### src/rtl/edo_pkg.sv
package edo_pkg;

  typedef enum logic [1:0] {
    KIND_IDLE   = 2'd0,
    KIND_ACCESS = 2'd1,
    KIND_RONLY  = 2'd2,
    KIND_CBR    = 2'd3
  } cyc_kind_e;

  // internal column strobe (active low): low when either lane is low
  function automatic logic cas_merge(input logic lo_n, input logic hi_n);
    return lo_n & hi_n;
  endfunction

  // lanes whose strobe is currently low, bit 0 = low lane
  function automatic logic [1:0] lanes_active(input logic lo_n, input logic hi_n);
    return {~hi_n, ~lo_n};
  endfunction

endpackage

### src/rtl/edo_strobe_sync.sv
module edo_strobe_sync #(
  parameter int W      = 5,
  parameter int STAGES = 2
) (
  input  logic         clk,
  input  logic         rst_n,
  input  logic [W-1:0] din,
  output logic [W-1:0] lvl,
  output logic [W-1:0] fall,
  output logic [W-1:0] rise
);

  logic [W-1:0] stg [STAGES];
  logic [W-1:0] prev_q;

  always_ff @(posedge clk or negedge rst_n) begin
    if (!rst_n) begin
      for (int i = 0; i < STAGES; i++) stg[i] <= '1;
      prev_q <= '1;
    end else begin
      stg[0] <= din;
      for (int i = 1; i < STAGES; i++) stg[i] <= stg[i-1];
      prev_q <= stg[STAGES-1];
    end
  end

  assign lvl = stg[STAGES-1];

  for (genvar b = 0; b < W; b++) begin : g_edge
    assign fall[b] = prev_q[b] & ~lvl[b];
    assign rise[b] = ~prev_q[b] & lvl[b];
  end

endmodule

### src/rtl/edo_word_array.sv
module edo_word_array #(
  parameter int ROW_W  = 4,
  parameter int COL_W  = 4,
  parameter int LANE_W = 8
) (
  input  logic                clk,
  input  logic [1:0]          wr_be,
  input  logic [ROW_W-1:0]    wr_row,
  input  logic [COL_W-1:0]    wr_col,
  input  logic [2*LANE_W-1:0] wr_data,
  input  logic [ROW_W-1:0]    rd_row,
  input  logic [COL_W-1:0]    rd_col,
  output logic [2*LANE_W-1:0] rd_data
);

  localparam int IDX_W = ROW_W + COL_W;
  localparam int DEPTH = 1 << IDX_W;

  function automatic logic [IDX_W-1:0] word_index(input logic [ROW_W-1:0] r,
                                                  input logic [COL_W-1:0] c);
    return {r, c};
  endfunction

  logic [IDX_W-1:0] w_idx, r_idx;
  assign w_idx = word_index(wr_row, wr_col);
  assign r_idx = word_index(rd_row, rd_col);

  for (genvar g = 0; g < 2; g++) begin : g_lane
    logic [LANE_W-1:0] cells [DEPTH];
    always_ff @(posedge clk) begin
      if (wr_be[g]) cells[w_idx] <= wr_data[g*LANE_W +: LANE_W];
    end
    assign rd_data[g*LANE_W +: LANE_W] = cells[r_idx];
  end

endmodule

### src/rtl/edo_cycle_ctl.sv
module edo_cycle_ctl
  import edo_pkg::*;
#(
  parameter int ROW_W  = 4,
  parameter int COL_W  = 4,
  parameter int ADDR_W = 4
) (
  input  logic              clk,
  input  logic              rst_n,
  input  logic              ras_l,
  input  logic              casl_l,
  input  logic              cash_l,
  input  logic              we_l,
  input  logic              oe_l,
  input  logic              ras_fall,
  input  logic              ras_rise,
  input  logic              casl_fall,
  input  logic              cash_fall,
  input  logic              we_fall,
  input  logic [ADDR_W-1:0] addr,
  output logic [ROW_W-1:0]  row_q,
  output logic [COL_W-1:0]  col_q,
  output logic [COL_W-1:0]  wr_col,
  output logic [1:0]        wr_be,
  output logic [1:0]        lane_oe,
  output cyc_kind_e         kind_q,
  output logic [ROW_W-1:0]  ref_row_q
);

  logic             cas_l;
  logic             cas_prev_q;
  logic             cas_fall_int;
  logic [1:0]       lane_fall;
  logic [1:0]       lanes_low;
  logic             cbr_q, acc_q, ewr_q;
  logic [1:0]       rd_q;
  logic [ROW_W-1:0] ref_ctr;

  // named internal events
  logic       cbr_start, row_start, access_start, late_evt;
  logic [1:0] early_lane, late_lane, read_join;

  assign cas_l        = cas_merge(casl_l, cash_l);
  assign cas_fall_int = cas_prev_q & ~cas_l;
  assign lane_fall    = {cash_fall, casl_fall};
  assign lanes_low    = lanes_active(casl_l, cash_l);

  assign cbr_start    = ras_fall & ~cas_l;
  assign row_start    = ras_fall & cas_l;
  assign access_start = cas_fall_int & ~ras_l & ~cbr_q;
  assign late_evt     = we_fall & ~ras_l & ~cbr_q & ~cas_l & acc_q;

  assign early_lane = lane_fall & {2{~ras_l & ~cbr_q & ~we_l}};
  assign late_lane  = (late_evt & oe_l) ? lanes_low : 2'b00;
  assign read_join  = lane_fall & {2{~ras_l & ~cbr_q & we_l & ~ewr_q}};

  assign wr_be   = early_lane | late_lane;
  assign wr_col  = access_start ? addr[COL_W-1:0] : col_q;
  assign lane_oe = rd_q & {2{~oe_l}};

  always_ff @(posedge clk or negedge rst_n) begin
    if (!rst_n) cas_prev_q <= 1'b1;
    else        cas_prev_q <= cas_l;
  end

  // cycle flags
  always_ff @(posedge clk or negedge rst_n) begin
    if (!rst_n) begin
      cbr_q <= 1'b0;
      acc_q <= 1'b0;
      ewr_q <= 1'b0;
    end else if (ras_rise) begin
      cbr_q <= 1'b0;
      acc_q <= 1'b0;
      ewr_q <= 1'b0;
    end else begin
      if (cbr_start) cbr_q <= 1'b1;
      if (access_start) begin
        acc_q <= 1'b1;
        ewr_q <= ~we_l;
      end
    end
  end

  // address capture and classification
  always_ff @(posedge clk or negedge rst_n) begin
    if (!rst_n) begin
      row_q     <= '0;
      col_q     <= '0;
      kind_q    <= KIND_IDLE;
      ref_row_q <= '0;
      ref_ctr   <= '0;
    end else begin
      if (cbr_start) begin
        kind_q    <= KIND_CBR;
        ref_row_q <= ref_ctr;
        ref_ctr   <= ref_ctr + 1'b1;
      end else if (row_start) begin
        kind_q    <= KIND_RONLY;
        row_q     <= addr[ROW_W-1:0];
        ref_row_q <= addr[ROW_W-1:0];
      end
      if (access_start) begin
        kind_q <= KIND_ACCESS;
        col_q  <= addr[COL_W-1:0];
      end
    end
  end

  // per-lane read drive state
  always_ff @(posedge clk or negedge rst_n) begin
    if (!rst_n)                   rd_q <= 2'b00;
    else if (ras_l & cas_l)       rd_q <= 2'b00;
    else if (access_start)        rd_q <= we_l ? lanes_low : 2'b00;
    else if (we_fall & cas_l)     rd_q <= 2'b00;
    else if (late_evt & oe_l)     rd_q <= 2'b00;
    else                          rd_q <= rd_q | read_join;
  end

  assert_cbr_step_R4: assert property (@(posedge clk) disable iff (!rst_n)
    cbr_start |=> (ref_ctr == ROW_W'($past(ref_ctr) + 1'b1)));

  assert_rowonly_keeps_ctr_R5: assert property (@(posedge clk) disable iff (!rst_n)
    row_start |=> $stable(ref_ctr));

  assert_early_quiet_R6: assert property (@(posedge clk) disable iff (!rst_n)
    ewr_q |-> (lane_oe == 2'b00));

  assert_late_blocked_R7: assert property (@(posedge clk) disable iff (!rst_n)
    (late_evt && !oe_l) |-> (wr_be == 2'b00));

  assert_idle_quiet_R8: assert property (@(posedge clk) disable iff (!rst_n)
    (ras_l && cas_l) |=> (lane_oe == 2'b00));

  assert_we_pulse_off_R9: assert property (@(posedge clk) disable iff (!rst_n)
    (we_fall && cas_l) |=> (lane_oe == 2'b00));

endmodule

### src/rtl/edo_cycle_decoder.sv
module edo_cycle_decoder
  import edo_pkg::*;
#(
  parameter int ROW_W  = 4,
  parameter int COL_W  = 4,
  parameter int LANE_W = 8,
  parameter int ADDR_W = (ROW_W > COL_W) ? ROW_W : COL_W
) (
  input  logic                clk,
  input  logic                rst_n,
  input  logic                ras_n,
  input  logic                casl_n,
  input  logic                cash_n,
  input  logic                we_n,
  input  logic                oe_n,
  input  logic [ADDR_W-1:0]   addr,
  input  logic [2*LANE_W-1:0] dq_in,
  output logic [2*LANE_W-1:0] dq_out,
  output logic [1:0]          dq_oe,
  output logic [1:0]          cyc_kind,
  output logic [ROW_W-1:0]    rfsh_row
);

  localparam int NSTB = 5;

  logic [NSTB-1:0] s_lvl, s_fall, s_rise;
  logic [ROW_W-1:0] row_q;
  logic [COL_W-1:0] col_q, wr_col;
  logic [1:0]       wr_be;
  cyc_kind_e        kind_q;

  // bit order: 0 row, 1 low lane, 2 high lane, 3 write, 4 output enable
  edo_strobe_sync #(.W(NSTB), .STAGES(2)) u_sync (
    .clk  (clk),
    .rst_n(rst_n),
    .din  ({oe_n, we_n, cash_n, casl_n, ras_n}),
    .lvl  (s_lvl),
    .fall (s_fall),
    .rise (s_rise)
  );

  edo_cycle_ctl #(.ROW_W(ROW_W), .COL_W(COL_W), .ADDR_W(ADDR_W)) u_ctl (
    .clk      (clk),
    .rst_n    (rst_n),
    .ras_l    (s_lvl[0]),
    .casl_l   (s_lvl[1]),
    .cash_l   (s_lvl[2]),
    .we_l     (s_lvl[3]),
    .oe_l     (s_lvl[4]),
    .ras_fall (s_fall[0]),
    .ras_rise (s_rise[0]),
    .casl_fall(s_fall[1]),
    .cash_fall(s_fall[2]),
    .we_fall  (s_fall[3]),
    .addr     (addr),
    .row_q    (row_q),
    .col_q    (col_q),
    .wr_col   (wr_col),
    .wr_be    (wr_be),
    .lane_oe  (dq_oe),
    .kind_q   (kind_q),
    .ref_row_q(rfsh_row)
  );

  edo_word_array #(.ROW_W(ROW_W), .COL_W(COL_W), .LANE_W(LANE_W)) u_array (
    .clk    (clk),
    .wr_be  (wr_be),
    .wr_row (row_q),
    .wr_col (wr_col),
    .wr_data(dq_in),
    .rd_row (row_q),
    .rd_col (col_q),
    .rd_data(dq_out)
  );

  assign cyc_kind = kind_q;

endmodule

### config.mk
export PLATFORM = sky130hd
export DESIGN_NAME = edo_cycle_decoder
export DESIGN_NICKNAME = d
export VERILOG_FILES = /design/src/rtl/edo_pkg.sv /design/src/rtl/edo_strobe_sync.sv /design/src/rtl/edo_word_array.sv /design/src/rtl/edo_cycle_ctl.sv /design/src/rtl/edo_cycle_decoder.sv
export SDC_FILE = /design/constraint.sdc
export NUM_CORES = 2
export LEC_CHECK = 0
export BUFFER_PORTS_ARGS = -buffer_cell sky130_fd_sc_hd__buf_2
export CORE_UTILIZATION = 50
export DETAILED_ROUTE_END_ITERATION = 8
export PLACE_DENSITY = 0.65
export SLEW_MARGIN = 20
export SYNTH_ARGS = -nofsm -noshare
export SYNTH_HDL_FRONTEND = slang
export SYNTH_SLANG_ARGS = --single-unit
### constraint.sdc
create_clock -name clk -period 3.7 [get_ports clk]
set_input_delay 0 -clock clk [delete_from_list [all_inputs] [get_ports clk]]
set_output_delay 0 -clock clk [all_outputs]
set_load 0.05 [all_outputs]
== Word-level counts from Yosys, hierarchy flattened ==
Memories as Yosys holds them, arrays and structs flattened.
Index checks and enable logic that the tools add are counted.

* Add/sub/neg operators: 1
* Muxes and demuxes: 22
* Bitwise logic cells: 37
* Reduce and logical (&&, ||, !) cells: 5

{| class="wikitable"
|+ Operators by type and width
! operator !! number
|-
| 1-bit AND || 22
|-
| 2-bit 2-to-1 mux || 9
|-
| 4-bit 2-to-1 mux || 3
|-
| 1-bit 2-to-1 mux || 10
|-
| 1-bit NOT || 10
|-
| 2-bit AND || 3
|-
| 2-bit nonzero test || 3
|-
| 4-bit by 1-bit adder with 4-bit output (second input constant) || 1
|-
| 2-bit OR || 2
|-
| 3-bit nonzero test || 1
|-
| 2-bit AND reduction || 1
|}

* Register bits after elaboration: 38
* Memory bits (writable): 4096
* Bits of input ports: 27
* Output and inout port bits: 24
* Logic and storage cells: 80
* Memories kept: 2

{| class="wikitable"
|+ Memories
! memory !! depth !! bits a word !! rd ports !! clocked after memory_dff !! write ports !! RTL line !! text
|-
| u_array.g_lane[0].cells || 256 || 8 || 1 || 0 || 1 || edo_word_array.sv:29 || <nowiki>logic [LANE_W-1:0] cells [DEPTH];</nowiki>
|-
| u_array.g_lane[1].cells || 256 || 8 || 1 || 0 || 1 || edo_word_array.sv:29 ||
|}

== Longest topological paths before layout ==
* Word-level depth: 11
* Depth in mapped cells: 14
* Depth with buffers taken out: 7

== Cells and area by module ==
A second synthesis with hierarchy kept.

* Cells, all modules: 7784
* Area, all modules: 161117.0 um^2

{| class="wikitable"
|+ Modules (own cells, without submodules)
! module !! times used !! cells an instance !! area an instance (um^2)
|-
| edo_word_array || 1 || 7661 || 159500.5
|-
| edo_cycle_ctl || 1 || 93 || 1097.3
|-
| edo_strobe_sync || 1 || 30 || 519.2
|}

== Worst setup path before layout ==
OpenSTA, ideal clock, no wires.

* Path type: reg2out
* From: register u_ctl.col_q[0]
* To: output port dq_out[4]
* Data arrival time: 2962 ps
* Slack: 738 ps
* Stages on the path, launching flop included: 12
* Cell sequence: dfrtp_1 -> buf_6 -> buf_12 -> buf_12 -> buf_8 -> buf_6 -> buf_6 -> mux2i_1 -> a221oi_1 -> a22oi_1 -> and3_1 -> o41ai_2

* Word-level cells in the longest chain between the ends: 1

{| class="wikitable"
|+ RTL lines
! element !! RTL line !! text
|-
| start: declaration || edo_cycle_ctl.sv:22 || <nowiki>output logic [COL_W-1:0] col_q,</nowiki>
|-
| start signal: assignment || edo_cycle_ctl.sv:105 || <nowiki>col_q <= addr[COL_W-1:0];</nowiki>
|-
| memory read 256 x 8 bit || -- ||
|-
| end: declaration || edo_cycle_decoder.sv:18 || <nowiki>output logic [2*LANE_W-1:0] dq_out,</nowiki>
|}

No other way between the ends.

== Worst setup path in the final report ==
* From: register u_ctl.col_q[0]
* To: output port dq_out[15]

The elaborated chain is that of the path after synthesis.

==> summary.md <==
| Metric | Value |
|---|---|
| Status | complete, but fails checks |
| Failing checks | setup timing |
| Unique masters post-synth | 76 |
| Global-route wire length before repair | 654000 um |
| Layout cells sized above 1 | 29.7% |
| Worst hold path type | input pin to register |
| Detailed-placement wirelength estimate | 282000 um |
| DR DRC count | 0 |
| Final worst-path setup slack | -0.825 ns |
| Worst Setup SP | u_ctl.col_q[0] |
| Core Region | 321000 um2 |
| Setup TNS | -9.66 ns |
| Post-layout util | 59.6% |
| Compound-Gate Fraction of Synth Area | 4.27% |
| Setup slack after placement | -1.09 ns |
| Syn_area_per_cell | 20.0 um2 |
| Worst vdd ir | 0.000585 V |
| Hold Startpoint | addr[0] |
| Worst Setup Path Type | register to output pin |
| Relative slew margins | 20.9% |
| Initial antenna violation count | 18 |
| Met3 wire length | 50000 um |
| Top sig layer | met5 |
| WL per Instance | 33.6 um |
| Main combinational cell family by area after synthesis | multiplexers |
| Synthesized net count | 8115 |
| Drt pass-1 iters | 6 |
| Min Tclk post-route | 4.53 ns |
| CTS tree | yes |
| Main synth FF type | edfxtp_1 |
| Post-synth EDFFs | 4096 |
| Routed vias | 88959 |
| Worst-path cell chain | buf_12 -> buf_16 -> buf_16 -> mux4_2 -> and4_1 -> a31oi_4 -> o311ai_4 -> o31ai_4 -> buf_4 -> nand4_1 -> buf_4 -> buf_8 |
| Initial Util | 50.3% |
| Max_cap viols | 0 |
| Worst path top cell family by delay | buffers and inverters |
| RR Startpoint | u_ctl.row_q[0] |
| Mux contribution to synthesized area | 14.2% |
| Leak | 0.0630 uW |
| Final wirelength | 465000 um |
| Initial drt markers | 13166 |
| Chip Width | 570 um |
| Synthesized area | 162000 um2 |
| Cell area power density | 645 nW/um2 |
| Startpoint types | register |
| GR Util All Layers | 28.3% |
| Synth Instances | 8087 |
| Wl on met1 | 178000 um |
| Register area share after synthesis | 76.7% |
| Final Setup Violations | 22 |
| I/O pin total | 51 |
| Crit-path max cell delay | 0.49 ns |
| Max-slew violations | 0 |
| Die H | 570 um |
| Cell accounting for the most synthesized area | edfxtp_1 |
| Last weighted congestion value of the routability-driven placer | 0.886 |
| R2r setup slk | -0.01 ns |
| # rows | 208 |
| CP Max Fanout | 10 |
| Slowest-stage cell, CP | mux4_2 |
| Tot Pwr | 123000 uW |
| Final hold vios | 0 |
| Final Net Count | 9246 |
| Async SR Flop Fraction | 0.919% |
| PortBufs | 50 |
| Critical Path AT | 4.53 ns |
| Post-Synth XOR/XNOR Area | 0.0163% |
| Clk pin slew, worst setup/hold paths | 0.06 ns |
| CP required | 3.70 ns |
| DR WL met2 | 219000 um |
| Largest net degree at the start of global routing | 147 |
| Share of the synthesized area in the top cell type | 76.1% |
| Max Fclk | 0.221 GHz |
| Num CTS Buffers | 404 |
| Largest cells by area after synthesis | edfxtp_1 76%, mux4_2 9.6%, mux2i_1 4.5%, a221oi_1 1.5%, nor2_1 1.4% |
| Synth Area in Simple Gates | 2.70% |
| Root Buffer | clkbuf_16 |
| RSZ-0062 raised after global routing | true |
| Slew @ Worst Pin | 1.19 ns |
| Synth Register Bits | 4134 |
| Period utilisation layout | 122% |
| Number of global-route vias before repair | 86953 |
| Critical Path End Type | output pin |
| Post-DRT Antenna Nets | 0 |
| Synthesis warning total | 0 |
| Hold WS | 0.0879 ns |
| Via/cell ratio | 6.42 |
| H-tree Lvls | 5 |
| Worst-Skew Late Latency | 1.01 ns |
| Clk buf depth | 4 |
| Clock Sinks | 4134 |
| Buf/Inv on CP | 6 |
| Post-Synth Adder-Cell Area | 0.00774% |
| Area Growth Syn to Fin | 18.5% |
| Die area | 325000 um2 |
| Grt ovf | 0 |
| Final Skew | 0.0544 ns |
==> state kept, by name, indices dropped and copies added, names as in the netlist <==
signal / cells
u_ctl.col_q: 4
u_sync.lvl: 5
u_ctl.cas_prev_q: 1
u_ctl.row_q: 4
u_ctl.ref_row_q: 4
u_ctl.ewr_q: 1
u_ctl.ref_ctr: 4
u_ctl.cbr_q: 1
u_sync.prev_q: 4
u_ctl.kind_q: 2
u_ctl.acc_q: 1
u_array.g_lane.cells: 4096
u_ctl.rd_q: 2
u_sync.stg: 5
==> layer usage <==
| metal | global-route usage (%) | vias to the layer above |
|---|---|---|
| met1 | 39.9 | 46789 |
| met4 | 10.5 | 8 |
| met2 | 44.1 | 5454 |
| li1 | - | 35825 |
| met3 | 5.40 | 883 |
| met5 | 0 | - |
==> stage by stage <==
step	instance area [um2]	std cells
2_1_floorplan	162000	8087
3_3_place_gp	173000	12865
3_5_place_dp	173000	12865
4_1_cts	190000	13762
5_1_grt	191000	13848
6_report	191000	13852
==> final cells by class <==
cell class / instances / area, um2
Timing Repair Buffer: 1252 / 12900
Inverter: 14 / 67.6
Tap cell: 4305 / 5390
Clock buffer: 505 / 10600
Sequential cell: 4134 / 124000
Fill cell: 22647 / 130000
Antenna cell: 6 / 15.0
Multi-Input combinational cell: 3412 / 36300
Clock inverter: 224 / 2120
==> path summary, 6_finish.rpt <==
path	endpoint	depth (start not counted)
worst max-delay path	dq_out[15]	12
worst min-delay path	u_ctl.row_q[0]	3
worst max register to register	u_array.g_lane[0].cells[221][3]	6
worst min register to register	u_sync.lvl[1]	0
max in group asynchronous	u_ctl.col_q[2]	4
min in group asynchronous	u_sync.lvl[3]	3
==> power breakdown <==
| group | total (uW) | internal, uW | switching, uW |
|---|---|---|---|
| clock | 40100 | 22500 | 17600 |
| sequential | 51700 | 51600 | 164 |
| combinational | 31600 | 13000 | 18500 |
| total | 123000 | 87100 | 36300 |
==> placed cells by master (no fill, tap or decap), types with 43 or more instances in the layout <==
master | netlist | layout
clkinv_2 | 0 | 70
buf_4 | 42 | 897
buf_6 | 106 | 69
a221oi_2 | 2 | 43
a22oi_1 | 145 | 124
nor2_2 | 0 | 62
mux4_2 | 692 | 692
clkbuf_1 | 240 | 90
buf_16 | 0 | 47
clkinv_1 | 2 | 91
nand3_1 | 106 | 83
buf_12 | 3 | 117
nand2_1 | 148 | 131
clkbuf_16 | 0 | 410
mux2i_1 | 719 | 706
a21oi_1 | 100 | 85
edfxtp_1 | 4096 | 4096
nor2_1 | 619 | 546
o21ai_0 | 191 | 147
a221oi_1 | 280 | 236
==> worst reg2reg max path, cell delays in order, from the launching register on <==
cell and delay, ns:
dfrtp_4 0.75, nand2b_2 0.53, buf_4 0.36, nor2_1 0.30
buf_4 0.24, nand2_1 0.51, nor2_2 0.65
==> logic make-up after synthesis <==
kind of cell    count (synthesis)
flops                        4134
fa+ha+maj                       1
compound gates                951
mux                          1430
simple gates                 1027
xor+xnor                        3
buf+inv                       541
==> what timing repair did <==
action | in CTS | in global routing
gates cloned | 29 | 2
pin swaps | 65 | 74
buffers inserted | 104 | 89
resized for setup | 413 | 245
hold buffers | 40 | 0
endpoints found under the hold margin | 2155 | 0
endpoints found under the setup margin | 191 | 351
==> cells in the mapped netlist, types with 16 or more instances <==
| cell | count |
|---|---|
| nor3_1 | 36 |
| a22oi_1 | 145 |
| a221oi_1 | 280 |
| clkbuf_1 | 240 |
| mux2_2 | 18 |
| buf_6 | 106 |
| a211oi_1 | 16 |
| mux2i_1 | 719 |
| nand2_1 | 148 |
| nand3_1 | 106 |
| dfrtp_1 | 23 |
| nor2b_1 | 20 |
| buf_4 | 42 |
| o211ai_1 | 19 |
| a31oi_1 | 39 |
| buf_2 | 90 |
| a21oi_1 | 100 |
| mux4_2 | 692 |
| o21ai_0 | 191 |
| o22ai_1 | 18 |
| a221o_1 | 38 |
| edfxtp_1 | 4096 |
| nor2_1 | 619 |
| nand4_1 | 26 |
| buf_1 | 32 |
(Power assumes the default switching activity.)
